==> config.mk <==
export PLATFORM = sky130hd
export DESIGN_NAME = alternatingClearWatchdog
export DESIGN_NICKNAME = d
export VERILOG_FILES = /design/src/rtl/wdtPkg.sv /design/src/rtl/wdtClrSeq.sv /design/src/rtl/wdtDatapath.sv /design/src/rtl/wdtControl.sv /design/src/rtl/alternatingClearWatchdog.sv
export SDC_FILE = /design/constraint.sdc
export NUM_CORES = 1
export LEC_CHECK = 0
export BUFFER_PORTS_ARGS = -buffer_cell sky130_fd_sc_hd__buf_2
export CAP_MARGIN = 20
export CORE_UTILIZATION = 54
export CTS_BUF_LIST = sky130_fd_sc_hd__clkbuf_4
export DETAILED_ROUTE_END_ITERATION = 12
export PLACE_DENSITY = 0.84
export REMOVE_ABC_BUFFERS = 1
export SETUP_SLACK_MARGIN = 0.05
export SYNTH_ARGS = -nofsm -noshare
export SYNTH_HDL_FRONTEND = slang
export SYNTH_SLANG_ARGS = --single-unit
==> constraint.sdc <==
create_clock -name clk -period 1.6 [get_ports clk]
set_input_delay 0.16 -clock clk [delete_from_list [all_inputs] [get_ports clk]]
set_output_delay 0.16 -clock clk [all_outputs]
set_load 0.005 [all_outputs]
==> src/rtl/wdtPkg.sv <==
package wdtPkg;

  // Strobes sent from the control to the counting datapath
  typedef struct packed {
    logic restart;   // zero prescaler and watchdog count
    logic advance;   // let the prescaler run this cycle
  } wdtStrobes_t;

  // Record of the first half of a paired clear
  typedef enum logic [1:0] {
    PEND_NONE = 2'd0,
    PEND_A    = 2'd1,
    PEND_B    = 2'd2
  } pendHalf_t;

endpackage

==> src/rtl/wdtClrSeq.sv <==
module wdtClrSeq
  import wdtPkg::*;
(
  input  logic clk,
  input  logic rstN,
  input  logic clr1Stb,
  input  logic clr2Stb,
  input  logic haltStb,
  input  logic dualClrMode,
  output logic clearGo
);

  pendHalf_t pendQ, pendD;

  always_comb begin
    clearGo = 1'b0;
    pendD   = pendQ;
    if (haltStb) begin
      pendD = PEND_NONE;
    end else if (!dualClrMode) begin
      clearGo = clr1Stb | clr2Stb;
      pendD   = PEND_NONE;
    end else begin
      if (clr1Stb && clr2Stb) begin
        clearGo = 1'b1;
      end else if (clr1Stb) begin
        clearGo = (pendQ == PEND_B);
      end else if (clr2Stb) begin
        clearGo = (pendQ == PEND_A);
      end
      if (clearGo) begin
        pendD = PEND_NONE;
      end else if (clr1Stb) begin
        pendD = PEND_A;
      end else if (clr2Stb) begin
        pendD = PEND_B;
      end
    end
  end

  always_ff @(posedge clk or negedge rstN) begin
    if (!rstN) pendQ <= PEND_NONE;
    else       pendQ <= pendD;
  end

endmodule

==> src/rtl/wdtDatapath.sv <==
module wdtDatapath
  import wdtPkg::*;
#(
  parameter int PRESC_W = 8,
  parameter int CNT_W   = 7
) (
  input  logic        clk,
  input  logic        rstN,
  input  wdtStrobes_t strobes,
  output logic        timeoutHit
);

  logic             tick;
  logic [CNT_W-1:0] cntQ;

  generate
    if (PRESC_W > 0) begin : g_presc
      logic [PRESC_W-1:0] prescQ;
      always_ff @(posedge clk or negedge rstN) begin
        if (!rstN)                prescQ <= '0;
        else if (strobes.restart) prescQ <= '0;
        else if (strobes.advance) prescQ <= prescQ + 1'b1;
      end
      assign tick = strobes.advance & (&prescQ);
    end else begin : g_nopresc
      assign tick = strobes.advance;
    end
  endgenerate

  always_ff @(posedge clk or negedge rstN) begin
    if (!rstN)                cntQ <= '0;
    else if (strobes.restart) cntQ <= '0;
    else if (tick)            cntQ <= cntQ + 1'b1;
  end

  assign timeoutHit = tick & (&cntQ);

endmodule

==> src/rtl/wdtControl.sv <==
module wdtControl
  import wdtPkg::*;
(
  input  logic        clk,
  input  logic        rstN,
  input  logic        haltStb,
  input  logic        clearGo,
  input  logic        halted,
  input  logic        timeoutHit,
  output wdtStrobes_t strobes,
  output logic        resetReq,
  output logic        wakeReq,
  output logic        toFlag,
  output logic        pdFlag
);

  logic restartNow;
  logic expire;

  assign restartNow      = haltStb | clearGo;
  assign expire          = timeoutHit & ~restartNow;
  assign strobes.restart = restartNow;
  assign strobes.advance = ~restartNow;

  always_ff @(posedge clk or negedge rstN) begin
    if (!rstN) begin
      toFlag   <= 1'b0;
      pdFlag   <= 1'b0;
      resetReq <= 1'b0;
      wakeReq  <= 1'b0;
    end else begin
      resetReq <= expire & ~halted;
      wakeReq  <= expire & halted;
      if (haltStb) begin
        pdFlag <= 1'b1;
        toFlag <= 1'b0;
      end else if (clearGo) begin
        pdFlag <= 1'b0;
        toFlag <= 1'b0;
      end else if (expire) begin
        toFlag <= 1'b1;
      end
    end
  end

endmodule

==> src/rtl/alternatingClearWatchdog.sv <==
module alternatingClearWatchdog
  import wdtPkg::*;
#(
  parameter int           PRESC_W    = 8,
  parameter int           BASE_EXP   = 4,
  parameter logic [2:0]   PERIOD_SEL = 3'd3
) (
  input  logic clk,
  input  logic rstN,
  input  logic clr1Stb,
  input  logic clr2Stb,
  input  logic haltStb,
  input  logic dualClrMode,
  input  logic halted,
  output logic resetReq,
  output logic wakeReq,
  output logic toFlag,
  output logic pdFlag
);

  localparam int CNT_W = BASE_EXP + int'(PERIOD_SEL);

  wdtStrobes_t strobes;
  logic        clearGo;
  logic        timeoutHit;

  wdtClrSeq u_seq (
    .clk        (clk),
    .rstN       (rstN),
    .clr1Stb    (clr1Stb),
    .clr2Stb    (clr2Stb),
    .haltStb    (haltStb),
    .dualClrMode(dualClrMode),
    .clearGo    (clearGo)
  );

  wdtDatapath #(.PRESC_W(PRESC_W), .CNT_W(CNT_W)) u_dp (
    .clk       (clk),
    .rstN      (rstN),
    .strobes   (strobes),
    .timeoutHit(timeoutHit)
  );

  wdtControl u_ctl (
    .clk       (clk),
    .rstN      (rstN),
    .haltStb   (haltStb),
    .clearGo   (clearGo),
    .halted    (halted),
    .timeoutHit(timeoutHit),
    .strobes   (strobes),
    .resetReq  (resetReq),
    .wakeReq   (wakeReq),
    .toFlag    (toFlag),
    .pdFlag    (pdFlag)
  );

endmodule

# Yosys cells after proc, flatten, opt, wreduce, memory -nomap -nowiden
# Index checks and enable logic that the tools add are counted.
[totals]
reg_bits = 21
out_inout_bits = 4
elab_cells = 47
[classes]
n_addsub = 2
n_eq_ne = 3
n_mux = 20
n_bitwise = 9
n_reduce_logical = 6
[op_table]
columns = ["op", "n"]
rows = [
  ["$mux W7", 2],
  ["$mux W1", 12],
  ["$mux W2", 5],
  ["$add A8 B1 Y8 const B", 1],
  ["$mux W8", 1],
  ["$reduce_and A8 Y1", 1],
  ["$add A7 B1 Y7 const B", 1],
  ["$reduce_and A7 Y1", 1],
  ["$and A1 B1 Y1", 5],
  ["$ne A5 B4 Y1 const B", 1],
  ["$reduce_bool A2 Y1", 2],
  ["$reduce_bool A3 Y1", 1],
  ["$eq A2 B1 Y1 const B", 1],
  ["$eq A2 B2 Y1 const B", 1],
  ["$not A1 Y1", 2],
  ["$or A1 B1 Y1", 2],
  ["$logic_and A1 B1 Y1", 1],
]

# Longest topological paths before layout
[logic_depth]
depth_word = 16
mapped_depth = 5
ltp_nobuf = 4

# Modules after synthesis
# Synthesis repeated with hierarchy kept, for this count alone.
[hier_totals]
cells_unflattened = 107
area_unflattened_um2 = 1032.2
[modules_own_cells]
columns = ["module", "n_inst", "cells_per_inst", "area_per_inst_um2", "seq_area_each_um2"]
rows = [
  ["wdtDatapath", 1, 80, 764.5, 375.4],
  ["wdtControl", 1, 12, 151.4, 100.1],
  ["wdtClrSeq", 1, 15, 116.4, 50.0],
]

# Worst setup path after synthesis
# OpenSTA, ideal clock, no wires.
[synth_path]
path_kind = "reg2reg"
from = "register u_dp.g_presc.prescQ[0]"
to = "register u_dp.cntQ[3]"
setup_time_ns = 0.095
arrival_ns = 1.504
required_time_ns = 1.505
slack_ns = 0.002
path_stages_with_launch = 6
n_path_buf = 1
synth_period_minus_slack_ns = 1.598
path_cell_list = "dfrtp_1 -> ha_1 -> nand3_2 -> buf_2 -> or4_1 -> a211oi_1"
[synth_between]
elab_chain_len = 3
[synth_rtl]
columns = ["element", "line", "text"]
rows = [
  ["from (decl)", "wdtDatapath.sv:18", "logic [PRESC_W-1:0] prescQ;"],
  ["from (signal assigned)", "wdtDatapath.sv:22", "else if (strobes.advance) prescQ <= prescQ + 1'b1;"],
  ["$reduce_and A8 Y1", "wdtDatapath.sv:24", "assign tick = strobes.advance & (&prescQ);"],
  ["$and A1 B1 Y1", "wdtDatapath.sv:24", ""],
  ["$reduce_bool A2 Y1 (no line)", "-", ""],
  ["to (signal assigned)", "wdtDatapath.sv:33", "else if (tick) cntQ <= cntQ + 1'b1;"],
  ["to (decl)", "wdtDatapath.sv:14", "logic [CNT_W-1:0] cntQ;"],
]
# No other way between the ends.
# A chain may end at the register's enable or synchronous reset.

# Worst setup path after layout
[layout_path]
from = "register u_dp.g_presc.prescQ[1]"
to = "register u_dp.cntQ[6]"
# Same word-level chain as after synthesis.

==> impl_metrics.tcl <==
set metrics [dict create \
    crit_start "u_dp.g_presc.prescQ[1]" \
    synth_flop_cell "dfrtp_1" \
    ant_nets 0 \
    placed_cells 140 \
    max_freq_ghz 0.6125 \
    synth-edff-count 0 \
    die_x_um 46.12 \
    hold_class "primary input to register" \
    rows 15 \
    vias 962 \
    slew_viol_final 0 \
    synthCells 101 \
    fillCellCount 95 \
    r2r-start "u_dp.g_presc.prescQ[1]" \
    peakVddDrop_mv 0.4482 \
    worstSkewPairLatency_ns 0.31 \
    grt_pass1_vias 871 \
    cts_buffers 3 \
    fin_util_pct 75.93 \
    cts_sinks 21 \
    ys_seq_area_share_pct 50.00 \
    portBuffers 10 \
    dieHeight_um 46.12 \
    power.density_nw_per_um2 651.5 \
    rsz0062_at_grt "yes" \
    htreeDepth 1 \
    worstPathMaxFanout 4 \
    fin_nets 137 \
    clock_path_buffers 2 \
    drv_cap 0 \
    final-seq-area_um2 526.8 \
    drive_above_1_share_pct 37.01 \
    cp_slowest_cell "or4_4" \
    cp-start-kind "register" \
    multiInputGateArea_um2 561.8 \
    avgSynthCellArea_um2 10.41 \
    crit_family "simple AND/OR/NAND/NOR gates" \
    whs_ns 0.01408 \
    grt_usage_pct 26.13 \
    gp_congestion 0.8132 \
    first_pass_iters 5 \
    leakage_nw 0.5378 \
    num_io_pins 11 \
    synth_area_um2 1051 \
    power_w 0.0008819 \
    setup-violations-final 2 \
    status "finished, violations left" \
    grt_max_degree 22 \
    wirelength_mm 2.657 \
    slew-limit-headroom_pct 69.13 \
    worstSetupEndpointType "register" \
    clkSlewWorstSetupHoldPaths_ns 0.13 \
    initial_utilization_pct 58.95 \
    cp.required_ns 1.83 \
    holdCritStartpoint "halted" \
    skew_ns 0.007127 \
    num_antenna_cells 0 \
    grt_pass1_wl_mm 3.877 \
    fin_ws_ns -0.03255 \
    crit_arrival_ns 1.87 \
    remaining_drc_errors 0 \
    worst-setup-path-type "register to register" \
    path_buf_inv 0 \
    slowest_delay_ns 0.55 \
    dieArea_um2 2127 \
    yosys_warnings 0 \
    tightest_slew_ns 0.4630 \
    clock-root-buffer "clkbuf_4" \
    violations "setup timing" \
    vias_per_cell 6.329 \
    drt_iter0_drc 59 \
    hold_viol_final 0 \
    avgRoutedWirePerCell_um 17.48 \
    synth_seq_cells 21 \
    setup_tns_ns -0.05037 \
    syn_to_final_growth_pct 28.81 \
    layout.cells.non_filler 152 \
    grt_antenna_before_repair 0 \
    core_area_um2 1783 \
    synth_cell_types 28 \
    cts_tree "yes" \
    min_period_ns 1.633 \
    hpwl_mm 1.476 \
    synth-async-reset-ratio_pct 100.0 \
    fin_crit_sh_pct 102.0 \
    crit_chain "ha_4, nand4_1, or4_4, a211oi_2" \
    globalRouteOverflowTotal 0 \
]
## Yosys cell counts (2+ instances only)
cell type,n,share of area (%)
nand2_1,4,1.4
clkbuf_1,2,0.71
dfrtp_1,21,50
inv_1,7,2.5
a21oi_1,2,0.95
xor2_1,2,1.7
a211oi_1,10,7.1
or3_1,5,3.0
or4_1,5,3.6
ha_1,2,2.4
nand3_1,6,2.9
buf_2,3,1.4
nor3_1,6,2.9
o21ai_0,5,2.4
nand4_1,3,1.8
o31ai_1,6,4.3
## cell type report
class | instances | share of cell area, %
sequential | 21 | 38.91
multi-input combinational | 68 | 41.50
inverter | 7 | 1.941
timing repair buffer | 27 | 13.31
clock buffer | 3 | 1.664
clock inverter | 1 | 0.3697
tap | 25 | 2.311
## placed cells by master (no fill, tap or decap), types with 2 or more instances in the layout
master,n
nand4_1,3
a211oi_1,7
buf_2,10
inv_1,7
nand3_1,5
a21oi_1,2
o31ai_1,6
a211oi_2,4
or3_1,4
xor2_1,2
or4_4,2
nand3_4,2
nor3_1,6
clkbuf_4,3
or4_1,4
dfrtp_1,20
buf_4,16
nand2_1,4
ha_4,2
o21ai_0,5
## power breakdown
part | internal [W] | switching, W | leakage (nW)
Sequential | 0.000537 | 0.00000610 | 0.288
Clock | 0.0000933 | 0.000170 | 0.0177
Combinational | 0.0000273 | 0.0000485 | 0.232
## worst paths after layout
kind	endpoint	slack (ns)	depth (start not counted)
max in group asynchronous	u_dp.g_presc.prescQ[6]	0.95	2
hold reg to reg	u_ctl.pdFlag	0.57	2
min in group asynchronous	u_dp.cntQ[6]	0.31	2
setup reg to reg	u_dp.cntQ[6]	-0.03	4
setup / recovery	u_dp.cntQ[6]	-0.03	4
hold / removal	u_ctl.resetReq	0.01	2
## state kept, by name (all words and copies together), names as in the netlist
| name | count |
|---|---|
| u_seq.pendQ | 2 |
| u_dp.g_presc.prescQ | 8 |
| u_dp.cntQ | 7 |
| u_ctl.pdFlag | 1 |
| u_ctl.toFlag | 1 |
| u_ctl.wakeReq | 1 |
| u_ctl.resetReq | 1 |
## through the flow
| stage | instance area [µm²] | setup slack (ns) |
|---|---|---|
| 2_1_floorplan | 1028 | -0.002328 |
| 3_3_place_gp | 1177 | 0.04195 |
| 3_5_place_dp | 1177 | -0.03431 |
| 4_1_cts | 1259 | 0.02307 |
| 5_1_grt | 1354 | -0.07413 |
| 6_report | 1354 | -0.03255 |
## cell families (layout without fill, tap and decap cells)
logic type	Yosys count	count (layout)	synth area share, %
AOI/OAI and AO/OA	26	26	18.09
xor gates and xnor gates	3	3	2.500
buffers and inverters	12	38	4.643
and+or+nand+nor	37	37	22.38
DFF	21	21	50.00
adders and majority gates	2	2	2.381
## layer usage
metal	up-vias	share of wire [%]	GRT usage, %
li1	440	-	-
met1	466	41	33.42
met2	45	50	43.66
met3	11	5.9	5.098
met4	0	2.7	9.412
met5	-	0	0
## timing repair
item	in CTS	in global routing
hold endpoints to repair	21	0
resized for setup	4	12
setup buffers	2	5
hold buffers	1	0
endpoints found under the setup margin	9	14
pin swaps	5	7
No activity file was read; power rests on OpenSTA's default activity.
